===== src/rtl/hss_pkg.sv =====
package hss_pkg;
    localparam logic [3:0] ADDR_STATUS = 4'd0;
    localparam logic [3:0] ADDR_CTRL   = 4'd14;
    localparam logic [3:0] ADDR_RESET  = 4'd15;

    localparam int BIT_TRIG = 0;
    localparam int BIT_MODE = 1;
    localparam int BIT_DRV  = 2;
    localparam int BIT_BCK  = 3;

    typedef enum logic [1:0] {
        ST_IDLE   = 2'd0,
        ST_HOLD   = 2'd1,
        ST_ASSERT = 2'd2
    } strobe_state_e;
endpackage


===== src/rtl/hss_status_fifo.sv =====
module hss_status_fifo #(
    parameter int DATA_W = 8,
    parameter int DEPTH  = 16,
    localparam int AW    = (DEPTH > 1) ? $clog2(DEPTH) : 1,
    localparam int CW    = $clog2(DEPTH + 1)
) (
    input  logic              clk,
    input  logic              rst_n,
    input  logic              srst,
    input  logic              push_req,
    input  logic [DATA_W-1:0] push_data,
    input  logic              pop_req,
    output logic [DATA_W-1:0] rd_data,
    output logic              empty,
    output logic              full,
    output logic [CW-1:0]     count,
    output logic              push_ok,
    output logic              last_pop
);
    logic [DATA_W-1:0] mem [DEPTH];
    logic [AW-1:0]     wr_ptr;
    logic [AW-1:0]     rd_ptr;
    logic              pop_ok;

    function automatic logic [AW-1:0] ptr_next(input logic [AW-1:0] p);
        return (p == AW'(DEPTH - 1)) ? '0 : p + AW'(1);
    endfunction

    assign empty    = (count == '0);
    assign full     = (count == CW'(DEPTH));
    assign push_ok  = push_req && !full;
    assign pop_ok   = pop_req && !empty;
    assign last_pop = pop_ok && !push_ok && (count == CW'(1));

    always_ff @(posedge clk) begin
        if (push_ok && !srst) begin
            mem[wr_ptr] <= push_data;
        end
    end

    always_ff @(posedge clk or negedge rst_n) begin
        if (!rst_n) begin
            wr_ptr  <= '0;
            rd_ptr  <= '0;
            count   <= '0;
            rd_data <= '0;
        end else if (srst) begin
            wr_ptr  <= '0;
            rd_ptr  <= '0;
            count   <= '0;
            rd_data <= '0;
        end else begin
            if (push_ok) begin
                wr_ptr <= ptr_next(wr_ptr);
            end
            if (pop_ok) begin
                rd_ptr <= ptr_next(rd_ptr);
            end
            if (pop_req) begin
                rd_data <= empty ? '0 : mem[rd_ptr];
            end
            unique case ({push_ok, pop_ok})
                2'b10:   count <= count + CW'(1);
                2'b01:   count <= count - CW'(1);
                default: count <= count;
            endcase
        end
    end
endmodule


===== src/rtl/hss_ctrl_reg.sv =====
module hss_ctrl_reg #(
    parameter int DATA_W = 8
) (
    input  logic              clk,
    input  logic              rst_n,
    input  logic              srst,
    input  logic              ctl_wr,
    input  logic [DATA_W-1:0] wdata,
    output logic              mode,
    output logic              drv_last,
    output logic              bck_inv
);
    import hss_pkg::*;

    always_ff @(posedge clk or negedge rst_n) begin
        if (!rst_n) begin
            mode     <= 1'b0;
            drv_last <= 1'b0;
            bck_inv  <= 1'b0;
        end else if (srst) begin
            mode     <= 1'b0;
            drv_last <= 1'b0;
            bck_inv  <= 1'b0;
        end else if (ctl_wr) begin
            mode     <= wdata[BIT_MODE];
            drv_last <= wdata[BIT_DRV];
            bck_inv  <= wdata[BIT_BCK];
        end
    end
endmodule


===== src/rtl/hss_strobe_fsm.sv =====
module hss_strobe_fsm (
    input  logic clk,
    input  logic rst_n,
    input  logic srst,
    input  logic push_ok,
    input  logic last_pop,
    input  logic fifo_empty,
    input  logic ctl_wr,
    input  logic wr_mode,
    input  logic wr_trig,
    input  logic mode,
    output logic stat_rdy_n,
    output logic trig
);
    import hss_pkg::*;

    strobe_state_e state_q;
    strobe_state_e state_d;
    logic          fire;
    logic          switch_imm;

    assign fire       = ctl_wr && wr_mode && !wr_trig && !fifo_empty;
    assign switch_imm = ctl_wr && !wr_mode;

    always_comb begin
        state_d = state_q;
        unique case (state_q)
            ST_IDLE: begin
                if (push_ok) begin
                    state_d = mode ? ST_HOLD : ST_ASSERT;
                end
            end
            ST_HOLD: begin
                if (last_pop) begin
                    state_d = ST_IDLE;
                end else if (fire || switch_imm) begin
                    state_d = ST_ASSERT;
                end
            end
            ST_ASSERT: begin
                if (last_pop) begin
                    state_d = ST_IDLE;
                end
            end
            default: state_d = ST_IDLE;
        endcase
    end

    always_ff @(posedge clk or negedge rst_n) begin
        if (!rst_n) begin
            state_q <= ST_IDLE;
        end else if (srst) begin
            state_q <= ST_IDLE;
        end else begin
            state_q <= state_d;
        end
    end

    always_ff @(posedge clk or negedge rst_n) begin
        if (!rst_n) begin
            trig <= 1'b1;
        end else if (srst) begin
            trig <= 1'b1;
        end else if (state_q == ST_HOLD && !last_pop && fire) begin
            trig <= 1'b0;
        end else if (last_pop) begin
            trig <= 1'b1;
        end
    end

    always_comb begin
        unique case (state_q)
            ST_ASSERT: stat_rdy_n = 1'b0;
            default:   stat_rdy_n = 1'b1;
        endcase
    end
endmodule


===== src/rtl/host_status_strobe.sv =====
module host_status_strobe #(
    parameter int DATA_W = 8,
    parameter int ADDR_W = 4,
    parameter int DEPTH  = 16,
    localparam int CW    = $clog2(DEPTH + 1)
) (
    input  logic              clk,
    input  logic              rst_n,
    input  logic              mp_wr,
    input  logic [ADDR_W-1:0] mp_addr,
    input  logic [DATA_W-1:0] mp_wdata,
    input  logic              host_rd,
    output logic [DATA_W-1:0] host_rdata,
    output logic              stat_rdy_n,
    output logic              ctl_mode,
    output logic              ctl_trig,
    output logic              ctl_drv_last,
    output logic              ctl_bck_inv
);
    import hss_pkg::*;

    logic          wr_status;
    logic          wr_ctrl;
    logic          srst;
    logic          push_ok;
    logic          last_pop;
    logic          fifo_empty;
    logic          fifo_full;
    logic [CW-1:0] fifo_count;

    assign wr_status = mp_wr && (mp_addr == ADDR_W'(ADDR_STATUS));
    assign wr_ctrl   = mp_wr && (mp_addr == ADDR_W'(ADDR_CTRL));
    assign srst      = mp_wr && (mp_addr == ADDR_W'(ADDR_RESET));

    hss_status_fifo #(
        .DATA_W (DATA_W),
        .DEPTH  (DEPTH)
    ) u_fifo (
        .clk       (clk),
        .rst_n     (rst_n),
        .srst      (srst),
        .push_req  (wr_status),
        .push_data (mp_wdata),
        .pop_req   (host_rd),
        .rd_data   (host_rdata),
        .empty     (fifo_empty),
        .full      (fifo_full),
        .count     (fifo_count),
        .push_ok   (push_ok),
        .last_pop  (last_pop)
    );

    hss_ctrl_reg #(
        .DATA_W (DATA_W)
    ) u_ctrl (
        .clk      (clk),
        .rst_n    (rst_n),
        .srst     (srst),
        .ctl_wr   (wr_ctrl),
        .wdata    (mp_wdata),
        .mode     (ctl_mode),
        .drv_last (ctl_drv_last),
        .bck_inv  (ctl_bck_inv)
    );

    hss_strobe_fsm u_fsm (
        .clk        (clk),
        .rst_n      (rst_n),
        .srst       (srst),
        .push_ok    (push_ok),
        .last_pop   (last_pop),
        .fifo_empty (fifo_empty),
        .ctl_wr     (wr_ctrl),
        .wr_mode    (mp_wdata[BIT_MODE]),
        .wr_trig    (mp_wdata[BIT_TRIG]),
        .mode       (ctl_mode),
        .stat_rdy_n (stat_rdy_n),
        .trig       (ctl_trig)
    );
endmodule


===== config.mk =====
export PLATFORM = sky130hd
export DESIGN_NAME = host_status_strobe
export DESIGN_NICKNAME = d
export VERILOG_FILES = /design/src/rtl/hss_pkg.sv /design/src/rtl/hss_status_fifo.sv /design/src/rtl/hss_ctrl_reg.sv /design/src/rtl/hss_strobe_fsm.sv /design/src/rtl/host_status_strobe.sv
export SDC_FILE = /design/constraint.sdc
export NUM_CORES = 1
export LEC_CHECK = 0
export BUFFER_PORTS_ARGS = -buffer_cell sky130_fd_sc_hd__buf_4
export CAP_MARGIN = 20
export CORE_ASPECT_RATIO = 0.9
export CORE_UTILIZATION = 55
export DETAILED_ROUTE_END_ITERATION = 12
export GPL_TIMING_DRIVEN = 0
export PLACE_DENSITY = 0.81
export SLEW_MARGIN = 40
export SYNTH_ARGS = -nofsm -noshare
export SYNTH_HDL_FRONTEND = slang
export SYNTH_SLANG_ARGS = --single-unit

===== constraint.sdc =====
create_clock -name clk -period 2.8 [get_ports clk]
set_clock_uncertainty 0.05 [all_clocks]
set_input_delay 0.28 -clock clk [delete_from_list [all_inputs] [get_ports clk]]
set_output_delay 0.28 -clock clk [all_outputs]
set_load 0.05 [all_outputs]

== After elaboration in Yosys (flattened, before gate mapping) ==
Memories as Yosys holds them, arrays and structs flattened.
Index checks and enable logic that the tools add are counted.
Word-level totals
  bits in registers: 27
  memory bits (writable): 128
  bits of input ports: 16
  output and inout bits: 13
  logic and storage cells: 89
  memories kept: 1
Cells by class
  add/sub/neg operators: 4
  equal/unequal tests: 13
  multiplexer cells: 30
  reductions and logical operators: 32
Memory list
  u_fifo.mem: words 16, bits a word 8, rd ports 1, clocked after memory_dff 0, wr ports 1, line hss_status_fifo.sv:20  | logic [DATA_W-1:0] mem [DEPTH];
Operator list (count)
  4-bit two-way mux: 6
  8-bit two-way mux: 3
  4-bit equality test (second input constant): 4
  1-bit logical AND: 14
  1-bit two-way mux: 12
  2-bit two-way mux: 6
  5-bit case mux with 2 select lines: 1
  4-bit by 1-bit adder with 4-bit output (second input constant): 2
  2-bit nonzero test: 4
  1-bit logical NOT: 7
  2-bit case mux with 3 select lines: 1
  3-bit nonzero test: 2
  5-bit by 1-bit adder with 5-bit output (second input constant): 1
  5-bit by 1-bit equality test with 1-bit output (second input constant): 1
  5-bit equality test (second input constant): 1
  5-bit logical NOT: 1
  5-bit two-way mux: 1
  5-bit by 1-bit subtractor with 5-bit output (second input constant): 1
  2-bit by 1-bit equality test with 1-bit output (second input constant): 2
  2-bit equality test (second input constant): 2
  4-bit logical NOT: 1
  4-bit by 2-bit != test with 1-bit output (second input constant): 1
  3-bit by 2-bit != test with 1-bit output (second input constant): 1
  3-bit != test (second input constant): 1
  other kinds (3): 3

== Longest topological paths before layout ==
  depth in word-level cells: 11
  depth in mapped cells: 7
  depth with buffers taken out: 6

== Hierarchy ==
From an unflattened synthesis, not the netlist that was laid out.
Second synthesis, totals
  cells, all modules: 374
  area total of the unflattened synthesis: 6527.5 sq um
Modules (own cells, without submodules)
  hss_status_fifo: times used 1, cells each 341, area an instance 6198.4 sq um
  hss_strobe_fsm: times used 1, cells each 18, area an instance 176.4 sq um
  hss_ctrl_reg: times used 1, cells each 9, area an instance 116.4 sq um
  host_status_strobe: times used 1, cells each 6, area an instance 36.3 sq um

== Worst setup path before layout ==
No wires, ideal clock.
  kind: register to register
  from: reg u_fifo.count[0]
  to: mem u_fifo.mem[7][0] (enable)
  library setup time: 0.383 ns
  arrival: 1.719 ns
  data required time: 2.367 ns
  setup slack: 0.647 ns
  cell stages (with the launch flop): 6
  buffers on the path: 0
  period minus slack after synthesis: 2.153 ns
  cell sequence: dfrtp_1 > inv_1 > ha_1 > nand4bb_1 > nand3_2 > nor3_1
Between the ends
  longest elaborated chain between the ends: 6
Ends and longest elaborated chain
  start: declaration: line hss_status_fifo.sv:16  | output logic [CW-1:0] count,
  start signal: assignment: line hss_status_fifo.sv:63  | 2'b10: count <= count + CW'(1);
  start signal: assignment: line hss_status_fifo.sv:64  | 2'b01: count <= count - CW'(1);
  start signal: assignment: line hss_status_fifo.sv:65  | default: count <= count;
  5-bit equality test: line hss_status_fifo.sv:30  | assign full = (count == CW'(DEPTH));
  1-bit logical NOT: line hss_status_fifo.sv:31  | assign push_ok = push_req && !full;
  1-bit logical AND: line hss_status_fifo.sv:31
  1-bit logical AND: line hss_status_fifo.sv:36  | if (push_ok && !srst) begin
  1-bit two-way mux: line hss_status_fifo.sv:36
  1-bit two-way mux (implied by the code): line hss_status_fifo.sv:37  | mem[wr_ptr] <= push_data;
  end: declaration: line hss_status_fifo.sv:20
No other way between the ends.

== Worst setup path in the final report ==
  from: reg u_fifo.count[0]
  to: mem u_fifo.mem[9][2] (enable)
The elaborated chain is that of the path after synthesis.

==> results.sh <==
export IMPL_relSlewSlack_pct=50.4
export IMPL_cts_inserted_buffers=17
export IMPL_start_util_pct=56.8
export IMPL_cts_tree="done"
export IMPL_ir_worst_vdd_mv=0.506
export IMPL_final_period_utilization_pct=93.8
export IMPL_n_fill_cell=778
export IMPL_num_rows=37
export IMPL_ff2ff_setup_slack_ns=0.17
export IMPL_min_path_type="primary input to flip-flop"
export IMPL_die_w_um=117
export IMPL_totalWireLength_mm=12.5
export IMPL_synth_cell_types=49
export IMPL_multiInputGateArea_um2=1910
export IMPL_cts_resized=0
export IMPL_grt_max_degree=28
export IMPL_grt_pass1_wl_mm=19.3
export IMPL_place_congestion=0.788
export IMPL_ant_nets=0
export IMPL_slowest_stage="and2_1"
export IMPL_first_global_vias=3571
export IMPL_worst_path_max_fanout=9
export IMPL_final_common_cell="edfxtp_1"
export IMPL_start_kind="flip-flop"
export IMPL_rr_startpoint="u_fifo.count[0]$_DFFE_PN0P_"
export IMPL_worstSkewPairLatency_ns=0.41
export IMPL_hold_viol_final=0
export IMPL_post_cts_repair_setup_buffers=0
export IMPL_syn_nets=394
export IMPL_ys_seq_area_share_pct=69.1
export IMPL_fmax_ghz=0.381
export IMPL_wl_per_cell_um=21.4
export IMPL_ios=29
export IMPL_cp_cell_sequence="inv_1, ha_1, nand4bb_1, nand3_2, nor3b_1, and2_1"
export IMPL_drive_above_1_share_pct=26.3
export IMPL_worstPathArrival_ns=2.62
export IMPL_vias=3557
export IMPL_max_stage_delay_ns=0.50
export IMPL_crit_required_ns=2.80
export IMPL_drt_iter0_markers=248
export IMPL_avgSynthCellArea_um2=17.7
export IMPL_mostFrequentLayoutCells="edfxtp_1 (128), buf_4 (29), mux4_2 (26), dfrtp_1 (26), nand2_1 (20)"
export IMPL_synthCells=369
export IMPL_syn_area_um2=6550
export IMPL_rsz0062_at_grt="false"
export IMPL_yosys_register_bits=155
export IMPL_viasPerCell=6.07
export IMPL_status="finished, final reports clean"
export IMPL_clk_transition_reported_paths_ns=0.06
export IMPL_route_detailed_drc=0
export IMPL_ff_latch_area_um2=4520
export IMPL_clockRootBuffer="clkbuf_16"
export IMPL_numClockSinks=155
export IMPL_worstMarginPinSlew_ns=0.744
export IMPL_finalSetupViolations=0
export IMPL_diodes=0
export IMPL_drtPass1Iterations=4
export IMPL_core_um2=11500
export IMPL_setup_ws_ns=0.175
export IMPL_power_leakage_nw=2.66
export IMPL_critical_path_class="flip-flop to flip-flop"
export IMPL_area_growth_pct=14.7
export IMPL_final_nets=442
export IMPL_die_h_um=106
export IMPL_pre_cts_slack_ns=0.198
export IMPL_min_from="mp_wdata[7]"
export IMPL_hpwl_mm=8.17
export IMPL_drv_cap=0
export IMPL_die_area_um2=12300
export IMPL_ys_warn_count=0
export IMPL_cts_max_level=4
export IMPL_p_per_area_nw_per_um2=919
export IMPL_fin_crit_ns=2.63
export IMPL_hold_ws_ns=0.124
export IMPL_io_buffers=27
export IMPL_slew_viol_final=0
export IMPL_end_kind="flip-flop"
export IMPL_timing_critical_path_from="u_fifo.count[0]$_DFFE_PN0P_"
export IMPL_max_clock_path_buffers=2
export IMPL_antenna_found_initial=0
export IMPL_grt_overflow=0
export IMPL_grt_usage_pct=22.3
final timing paths:
path / to / depth (start not counted)
max in group asynchronous: u_fsm.trig$_DFFE_PN1P_ / 2
min reg2reg: u_ctrl.drv_last$_DFFE_PN0P_ / 2
max reg2reg: u_fifo.mem[9][2]$_DFFE_PP_ / 6
min in group asynchronous: u_fifo.rd_data[6]$_DFFE_PN0P_ / 2
max: u_fifo.mem[9][2]$_DFFE_PP_ / 6
min: u_fifo.mem[10][7]$_DFFE_PP_ / 1
layer usage:
| metal | share of wire (%) | vias to the layer above | GRT usage (%) |
|---|---|---|---|
| met5 | 0 | - | 0 |
| met4 | 1.4 | 0 | 8.50 |
| met3 | 5.0 | 14 | 5.12 |
| met2 | 50 | 114 | 35.2 |
| met1 | 44 | 1848 | 30.4 |
| li1 | - | 1581 | - |
cell type report:
type                    count  area share, %
plain buffers              17           1.35
well taps                 156           2.60
clock buffers              17           5.66
inverters                   7          0.350
clock inverters            15           1.55
repair buffers             29           2.93
flip-flops and latches    155           60.2
multi-input cells         190           25.4
state kept, by name, summed over array words and instances (netlist names):
signal / count
u_ctrl.bck_inv: 1
u_ctrl.drv_last: 1
u_ctrl.mode: 1
u_fifo.count: 5
u_fifo.mem: 128
u_fifo.rd_data: 8
u_fifo.rd_ptr: 4
u_fifo.wr_ptr: 4
u_fsm.state_q: 2
u_fsm.trig: 1
critical path, delay by kind of cell (launching register included):
| family | cells | cell delay [ns] |
|---|---|---|
| adder cells (fa/ha/maj) | 1 | 0.25 |
| buffers and inverters | 1 | 0.11 |
| flip-flops | 1 | 0.46 |
| AND/OR/NAND/NOR | 4 | 1.38 |
power breakdown:
part | internal, mW | leakage, nW | total [mW] | switching, mW
sequential | 2.65 | 1.49 | 2.79 | 0.141
clock | 1.15 | 0.257 | 2.09 | 0.942
combinational | 0.930 | 0.917 | 2.02 | 1.09
total | 4.73 | 2.66 | 6.90 | 2.17
Yosys cell counts, drive strengths merged:
master	instances	area share, %
a21bo	1	0.15
a21boi	1	0.11
a21o	1	0.11
a21oi	7	0.54
a221o	8	1.2
a22o	2	0.27
a31oi	1	0.096
a32o	1	0.15
a41oi	1	0.13
and2	8	0.76
and3	5	0.48
and4	4	0.54
buf	12	1.2
clkbuf	5	0.31
dfrtp	26	9.9
dfstp	1	0.40
edfxtp	128	59
ha	9	1.7
inv	7	0.40
mux2	9	1.5
mux2i	15	2.3
mux4	32	11
nand2	20	1.1
nand2b	6	0.57
nand3	7	0.61
nand4	6	0.57
nand4bb	1	0.17
nor2	17	0.97
nor3	7	0.61
nor3b	1	0.11
nor4	2	0.42
nor4b	1	0.23
o2111ai	1	0.23
o21ai	6	0.46
o22ai	1	0.096
o31ai	3	0.34
or3	2	0.19
or4b	1	0.15
xnor3	1	0.34
xor2	2	0.27
per-stage QoR:
stage / area [um^2] / TNS [ns] / power, mW / std cells / util, %
2_1_floorplan: 6550 / 0 / 4.33 / 369 / -
3_3_place_gp: 6940 / -0.916 / 4.79 / 552 / 60.2
3_5_place_dp: 6960 / 0 / 4.85 / 553 / 60.4
4_1_cts: 7510 / 0 / 6.94 / 586 / 65.2
5_1_grt: 7510 / 0 / 7.19 / 586 / 65.2
6_report: 7510 / 0 / 6.90 / 586 / 65.2
repair_timing:
action	in CTS	in global routing
endpoints found under the setup margin	0	0
hold buffers	1	0
endpoints found under the hold margin	26	0
logic make-up (layout without fill, tap and decap cells):
logic type                 Yosys count  count (layout)  synth area share (%)
muxes                               56              56                  15.2
buffers and inverters               24              85                  1.95
and+or+nand+nor                     88              88                  7.55
AOI/OAI and AO/OA                   34              34                  3.92
DFF                                155             155                  69.1
xor gates and xnor gates             3               3                 0.612
adders and majority gates            9               9                  1.72
(Power assumes the default switching activity.)
